## src/rtl/dpsem_pkg.sv

```systemverilog
package dpsem_pkg;
  typedef enum logic [1:0] {
    OWN_NONE  = 2'd0,
    OWN_LEFT  = 2'd1,
    OWN_RIGHT = 2'd2
  } owner_e;
endpackage

```

## src/rtl/dpsem_port_dec.sv

```systemverilog
// Turns one port's strobes into one-hot request-set and request-clear vectors.
module dpsem_port_dec #(
  parameter int NUM_FLAGS = 8,
  parameter int FLAG_AW   = $clog2(NUM_FLAGS)
) (
  input  logic                 sel,
  input  logic                 wr,
  input  logic [FLAG_AW-1:0]   fidx,
  input  logic                 dbit,
  output logic [NUM_FLAGS-1:0] set_v,
  output logic [NUM_FLAGS-1:0] clr_v
);
  always_comb begin
    set_v = '0;
    clr_v = '0;
    if (sel && wr) begin
      set_v[fidx] = ~dbit;
      clr_v[fidx] = dbit;
    end
  end
endmodule

```

## src/rtl/dpsem_flag_cell.sv

```systemverilog
// One flag: a request latch for each side plus the registered owner.
module dpsem_flag_cell
  import dpsem_pkg::*;
(
  input  logic clk,
  input  logic rst,
  input  logic set_l,
  input  logic clr_l,
  input  logic set_r,
  input  logic clr_r,
  output logic want_l,
  output logic want_r,
  output logic own_l,
  output logic own_r
);
  logic   nxt_l, nxt_r;
  owner_e owner_q, owner_d;

  always_comb begin
    nxt_l = set_l ? 1'b1 : (clr_l ? 1'b0 : want_l);
    nxt_r = set_r ? 1'b1 : (clr_r ? 1'b0 : want_r);
    unique case (owner_q)
      OWN_LEFT:  owner_d = nxt_l ? OWN_LEFT  : (nxt_r ? OWN_RIGHT : OWN_NONE);
      OWN_RIGHT: owner_d = nxt_r ? OWN_RIGHT : (nxt_l ? OWN_LEFT  : OWN_NONE);
      default:   owner_d = nxt_l ? OWN_LEFT  : (nxt_r ? OWN_RIGHT : OWN_NONE);
    endcase
  end

  always_ff @(posedge clk) begin
    if (rst) begin
      want_l  <= 1'b0;
      want_r  <= 1'b0;
      owner_q <= OWN_NONE;
    end else begin
      want_l  <= nxt_l;
      want_r  <= nxt_r;
      owner_q <= owner_d;
    end
  end

  assign own_l = (owner_q == OWN_LEFT);
  assign own_r = (owner_q == OWN_RIGHT);
endmodule

```

## src/rtl/dpsem_read_cap.sv

```systemverilog
// Per-port read capture: samples on the first read cycle and holds while the read lasts.
module dpsem_read_cap #(
  parameter int NUM_FLAGS = 8,
  parameter int DATA_W    = 8,
  parameter int FLAG_AW   = $clog2(NUM_FLAGS)
) (
  input  logic                 clk,
  input  logic                 rst,
  input  logic                 sel,
  input  logic                 wr,
  input  logic                 oe,
  input  logic [FLAG_AW-1:0]   fidx,
  input  logic [NUM_FLAGS-1:0] own_v,
  output logic [DATA_W-1:0]    rdata,
  output logic                 rvalid
);
  logic window, window_q, held;

  assign window = sel && oe && !wr;
  assign held   = own_v[fidx];

  always_ff @(posedge clk) begin
    if (rst) begin
      window_q <= 1'b0;
      rvalid   <= 1'b0;
      rdata    <= '1;
    end else begin
      window_q <= window;
      rvalid   <= window;
      if (!window)
        rdata <= '1;
      else if (!window_q)
        rdata <= {DATA_W{~held}};
    end
  end
endmodule

```

## src/rtl/dpsem_unit.sv

```systemverilog
module dpsem_unit #(
  parameter int NUM_FLAGS = 8,
  parameter int ADDR_W    = 12,
  parameter int DATA_W    = 8
) (
  input  logic              clk,
  input  logic              rst,
  input  logic              l_sel,
  input  logic              l_wr,
  input  logic              l_oe,
  input  logic [ADDR_W-1:0] l_addr,
  input  logic [DATA_W-1:0] l_wdata,
  output logic [DATA_W-1:0] l_rdata,
  output logic              l_rvalid,
  input  logic              r_sel,
  input  logic              r_wr,
  input  logic              r_oe,
  input  logic [ADDR_W-1:0] r_addr,
  input  logic [DATA_W-1:0] r_wdata,
  output logic [DATA_W-1:0] r_rdata,
  output logic              r_rvalid
);
  localparam int FLAG_AW = $clog2(NUM_FLAGS);

  logic [FLAG_AW-1:0]   l_fidx, r_fidx;
  logic [NUM_FLAGS-1:0] set_l, clr_l, set_r, clr_r;
  logic [NUM_FLAGS-1:0] want_l, want_r, own_l, own_r;
  logic                 unused_hi;

  assign l_fidx    = l_addr[FLAG_AW-1:0];
  assign r_fidx    = r_addr[FLAG_AW-1:0];
  assign unused_hi = ^{l_addr[ADDR_W-1:FLAG_AW], r_addr[ADDR_W-1:FLAG_AW],
                       l_wdata[DATA_W-1:1], r_wdata[DATA_W-1:1]};

  dpsem_port_dec #(.NUM_FLAGS(NUM_FLAGS)) u_dec_l (
    .sel(l_sel), .wr(l_wr), .fidx(l_fidx), .dbit(l_wdata[0]),
    .set_v(set_l), .clr_v(clr_l)
  );

  dpsem_port_dec #(.NUM_FLAGS(NUM_FLAGS)) u_dec_r (
    .sel(r_sel), .wr(r_wr), .fidx(r_fidx), .dbit(r_wdata[0]),
    .set_v(set_r), .clr_v(clr_r)
  );

  for (genvar g = 0; g < NUM_FLAGS; g++) begin : g_flag
    dpsem_flag_cell u_cell (
      .clk(clk), .rst(rst),
      .set_l(set_l[g]), .clr_l(clr_l[g]),
      .set_r(set_r[g]), .clr_r(clr_r[g]),
      .want_l(want_l[g]), .want_r(want_r[g]),
      .own_l(own_l[g]), .own_r(own_r[g])
    );
  end

  dpsem_read_cap #(.NUM_FLAGS(NUM_FLAGS), .DATA_W(DATA_W)) u_rd_l (
    .clk(clk), .rst(rst), .sel(l_sel), .wr(l_wr), .oe(l_oe),
    .fidx(l_fidx), .own_v(own_l), .rdata(l_rdata), .rvalid(l_rvalid)
  );

  dpsem_read_cap #(.NUM_FLAGS(NUM_FLAGS), .DATA_W(DATA_W)) u_rd_r (
    .clk(clk), .rst(rst), .sel(r_sel), .wr(r_wr), .oe(r_oe),
    .fidx(r_fidx), .own_v(own_r), .rdata(r_rdata), .rvalid(r_rvalid)
  );
endmodule

```

## config.mk

```make
export PLATFORM = sky130hd
export DESIGN_NAME = dpsem_unit
export DESIGN_NICKNAME = d
export VERILOG_FILES = /design/src/rtl/dpsem_pkg.sv /design/src/rtl/dpsem_port_dec.sv /design/src/rtl/dpsem_flag_cell.sv /design/src/rtl/dpsem_read_cap.sv /design/src/rtl/dpsem_unit.sv
export SDC_FILE = /design/constraint.sdc
export NUM_CORES = 1
export LEC_CHECK = 0
export ABC_AREA = 1
export ABC_CLOCK_PERIOD_IN_PS = 1270
export BUFFER_PORTS_ARGS = -buffer_cell sky130_fd_sc_hd__buf_2
export CAP_MARGIN = 30
export CORE_UTILIZATION = 49
export DETAILED_ROUTE_END_ITERATION = 8
export PLACE_DENSITY = 0.82
export SLEW_MARGIN = 20
export SYNTH_ARGS = -nofsm -noshare
export SYNTH_HDL_FRONTEND = slang
export SYNTH_SLANG_ARGS = --single-unit
```

## constraint.sdc

```tcl
create_clock -name clk -period 1.27 [get_ports clk]
set_input_delay 0.254 -clock clk [delete_from_list [all_inputs] [get_ports clk]]
set_output_delay 0.254 -clock clk [all_outputs]
set_load 0.1 [all_outputs]
```

After elaboration in Yosys (flattened, before gate mapping):

Cells that the tools add are included.

* RAM bits: 0
* bits in registers: 36
* bits in latches: 0
* output and inout port bits: 18
* bits in read-only memories: 0
* memories: 0
* word-level logic and storage cells: 154
* input bits: 48

* magnitude comparators: 4
* bitwise gates (word level): 10
* muxes and demuxes: 84
* multiply operators: 0
* reductions and logical operators: 12
* add/subtract/negate cells: 0
* shifts and indexed selects: 0
* eq/ne operators: 16
* divide/modulo/power cells: 0

Operators by type and width (count)
* $mux W2: 32
* $mux W1: 44
* $and A8 B8 Y8: 4
* $mux W8: 4
* $eq A2 B1 Y1 const B: 8
* $eq A2 B2 Y1 const B: 8
* $logic_and A1 B1 Y1: 8
* $lt A3 B4 Y1 const B: 2
* $bmux W1 S3: 2
* $demux W1 S3: 2
* $ge A3 B1 Y1 const B: 2
* $not A1 Y1: 6
* $reduce_or A2 Y1: 2
* $logic_not A1 Y1: 2

Depth between registers and ports, before layout:

* word-level depth: 11
* mapped depth: 7
* mapped depth without buffers: 7

Modules after synthesis:

Synthesis repeated with hierarchy kept, for this count alone.

* cells, all modules: 334
* area, all modules: 2069.5 um2

Modules (own cells, without submodules)
* dpsem_flag_cell: area an instance 178.9 um2, times used 8, seq. area each 80.1 um2, cells each 26
* dpsem_read_cap: area an instance 192.7 um2, times used 2, seq. area each 40.0 um2, cells each 32
* dpsem_port_dec: area an instance 126.4 um2, times used 2, seq. area each 0.0 um2, cells each 31

Worst setup path before layout:

OpenSTA, ideal clock, no wires.

* kind: register -> output
* start point: reg, netlist name u_rd_l.rdata[0]
* end point: out l_rdata[1]
* data required time: 1.016 ns
* arrival: 1.481 ns
* buffers on the path: 1
* cell stages (with the launch flop): 2
* slack: -0.465 ns
* path through: dfxtp_1 buf_4

RTL lines
* end: declaration: RTL line dpsem_unit.sv:13 `output logic [DATA_W-1:0] l_rdata,`

No word-level cell between the ends.

Final worst setup path:

* start point: reg, netlist name u_rd_l.rdata[0]
* end point: out l_rdata[2]

No word-level cell between the ends.

==> summary.txt <==
Outcome
  – Status: finished, final reports clean

Yosys
  – Synth Area in Compound Gates: under 10%
  – Synth Warn #: 0
  – Register area share after synthesis: 39.2%
  – Cell area after synthesis: ~1800 um2
  – Post-Synth Simple-Gate Area: 33.4%
  – Mapped Nets: 317
  – Post-synthesis xor/xnor area fraction: 0%
  – Yosys reg bits: 36
  – Mux share of post-synthesis cell area: 0%
  – Main combinational cell family by area after synthesis: simple AND/OR/NAND/NOR gates
  – Cells after synthesis: 269
  – Adder-Cell Fraction of Synth Area: 0%
  – Synth unique cells: 16
  – Mean post-synth cell area: approximately 6.8 um2

Flow run
  – Maxcap violations: 0

Routing
  – Final ANT Viol Nets: 0
  – Residual DRC: 0
  – Detailed Route WL: 4710 um
  – DR pass1 iterations: 4
  – Routed len/inst: between 10 and 15 um
  – Via-to-Cell Ratio: 5.11
  – DR vias: ~1800
  – Initial DRC count: 87

Placed design
  – Placer Congestion: 0.927
  – Dpl hpwl: about 3400 um
  – Port buffer count: 33
  – Placed cells: 343

Cells and area
  – Antenna Diode Count: 0
  – Final net count: around 360
  – Layout Cells excl Fill: between 300 and 400
  – Most common cell after layout, fill and taps aside: nand3_1
  – Share of cells above drive strength 1: about a quarter
  – Most frequent cells in the layout: nand3_1 (55), inv_1 (54), nor2_1 (47)
  – Synth-to-Final Area Change: 34.2%

STA
  – Max Slew Vio Count: 0
  – Worst Skew: about 0.004 ns
  – Final setup fails: 0
  – Post-route setup TNS: 0 ns
  – Slew headroom: a little under nine tenths
  – Final Hold Vio Count: 0
  – Minimum clock period: ~1.2 ns
  – Upper clock frequency limit: 812 MHz
  – RSZ-0062 raised after global routing: false
  – Tcrit/Tclk final: 97.0%
  – Slew at the pin closest to its max-slew limit: 0.208 ns

Min path
  – HP Class: in2reg

Critical path
  – Critical Path Sink Type: primary output
  – Element type at the critical path start: flip-flop
  – Worst Path Arrival: between 0.9 and 1 ns
  – CP required: around 1 ns
  – Critical path class: reg2out
  – CP Max Fanout: 4
  – R2R Setup Slk: roughly 0.19 ns

Floorplanning
  – Initial Util: 53.0%
  – Die area: between 3000 and 4000 um2
  – Die X: between 60 and 70 um
  – Row count: 21
  – Core Area: between 3000 and 4000 um2
  – Die height: roughly 63 um
  – Boundary Pins: 66

GRT
  – Largest net degree at the start of global routing: 11
  – GRT Residual Overflow: 0
  – Vias in the first global route: 1745
  – First-pass GRT wire length: 7860 um
  – Initial antenna violation count: 0
  – GRT Total Usage: between 20% and 30%

Clock network
  – CTS tree: done
  – H-tree depth: 2
  – Clock Latency Late Sink: 0.29 ns
  – Clock slew at reported path FFs: 0.07 ns
  – CTS root buffer: clkbuf_8
  – TritonCTS buffer count: 5
  – Clk buf depth: 2
  – Hold_buf cts: 0
  – TritonCTS Sinks: 36

Pwr
  – Final Power: 2.38 mW
  – Maximum vdd drop: about 560 uV
  – Power Density: between 900 and 1000 nW/um2
  – Leakage: 1.24 nW
-- worst paths after layout --
path                          startpoint  cells past startpoint         endpoint
max reg2reg  g_flag[0].u_cell.owner_q[0]                      6  u_rd_r.rdata[0]
min reg2reg                u_rd_r.rvalid                      2  u_rd_r.rdata[0]
max                      u_rd_l.rdata[0]                      2       l_rdata[2]
min                                 r_oe                      3    u_rd_r.rvalid
-- cells in the mapped netlist --
cell | instances | share of area, %
o21ai_0 | 2 | 0.54
buf_4 | 14 | 5.7
nor2_1 | 47 | 9.6
nor2_2 | 2 | 0.68
o21bai_2 | 8 | 4.9
dfxtp_1 | 36 | 39
nand3b_1 | 2 | 0.82
nor2_4 | 2 | 1.2
nand2_1 | 28 | 5.7
a21oi_1 | 2 | 0.54
clkbuf_1 | 3 | 0.61
nand3_1 | 55 | 15
inv_1 | 54 | 11
o21bai_1 | 7 | 2.9
inv_2 | 6 | 1.2
and3_1 | 1 | 0.34
-- per-stage QoR --
stage          hold WS [ns]  utilization, %  worst slack, ns  cell area [um2]
5_1_grt               0.236            71.1           0.0124             2470
3_3_place_gp          0.492            66.7           0.0593             2310
6_report              0.220            71.1           0.0385             2470
4_1_cts               0.218            70.9           0.0145             2460
3_5_place_dp          0.500            66.7          0.00580             2310
2_1_floorplan         0.403               -            0.113             1850
-- power breakdown --
group / internal [mW] / switching, mW
Clock: 0.442 / 0.401
Combinational: 0.134 / 0.237
Sequential: 1.15 / 0.0125
-- sequential cells by signal, summed over array words and instances (netlist names) --
signal                 flops
g_flag.u_cell.want_r       8
u_rd_r.rvalid              1
u_rd_l.rdata               1
u_rd_r.rdata               1
g_flag.u_cell.want_l       8
u_rd_l.rvalid              1
g_flag.u_cell.owner_q     16
-- repair_timing --
action | 4_1_cts | 5_1_grt
hold endpoints to repair | 0 | 0
pin swaps | 0 | 0
resized for setup | 2 | 2
setup endpoints to repair | 16 | 6
setup buffers | 4 | 0
-- worst max-delay path: stages (launching register included) --
cell	delay (ns)
dfxtp_4	0.37
buf_6	0.14
buf_12	0.17
-- routing by layer --
| metal | wire length, um | vias to the layer above | global-route usage [%] |
|---|---|---|---|
| met5 | 0 | - | 0 |
| met4 | 193 | 0 | 16.5 |
| met3 | 366 | 17 | 6.16 |
| met2 | 2290 | 83 | 45.0 |
| met1 | 1870 | 821 | 28.6 |
| li1 | - | 892 | - |
-- cells by family (layout without fill, tap and decap cells) --
family          count (synthesis)  in the layout
buf+inv                        77            117
simple gates                  137            137
compound gates                 19             19
flops                          36             36
-- cell type report --
type	instances	area [um2]
clock buffer	8	90.1
timing repair buffer	49	588
multi-input combinational	156	776
tap	46	57.6
sequential	36	731
fill	280	1000
inverter	60	225
Power figures use the tool's default switching activity.
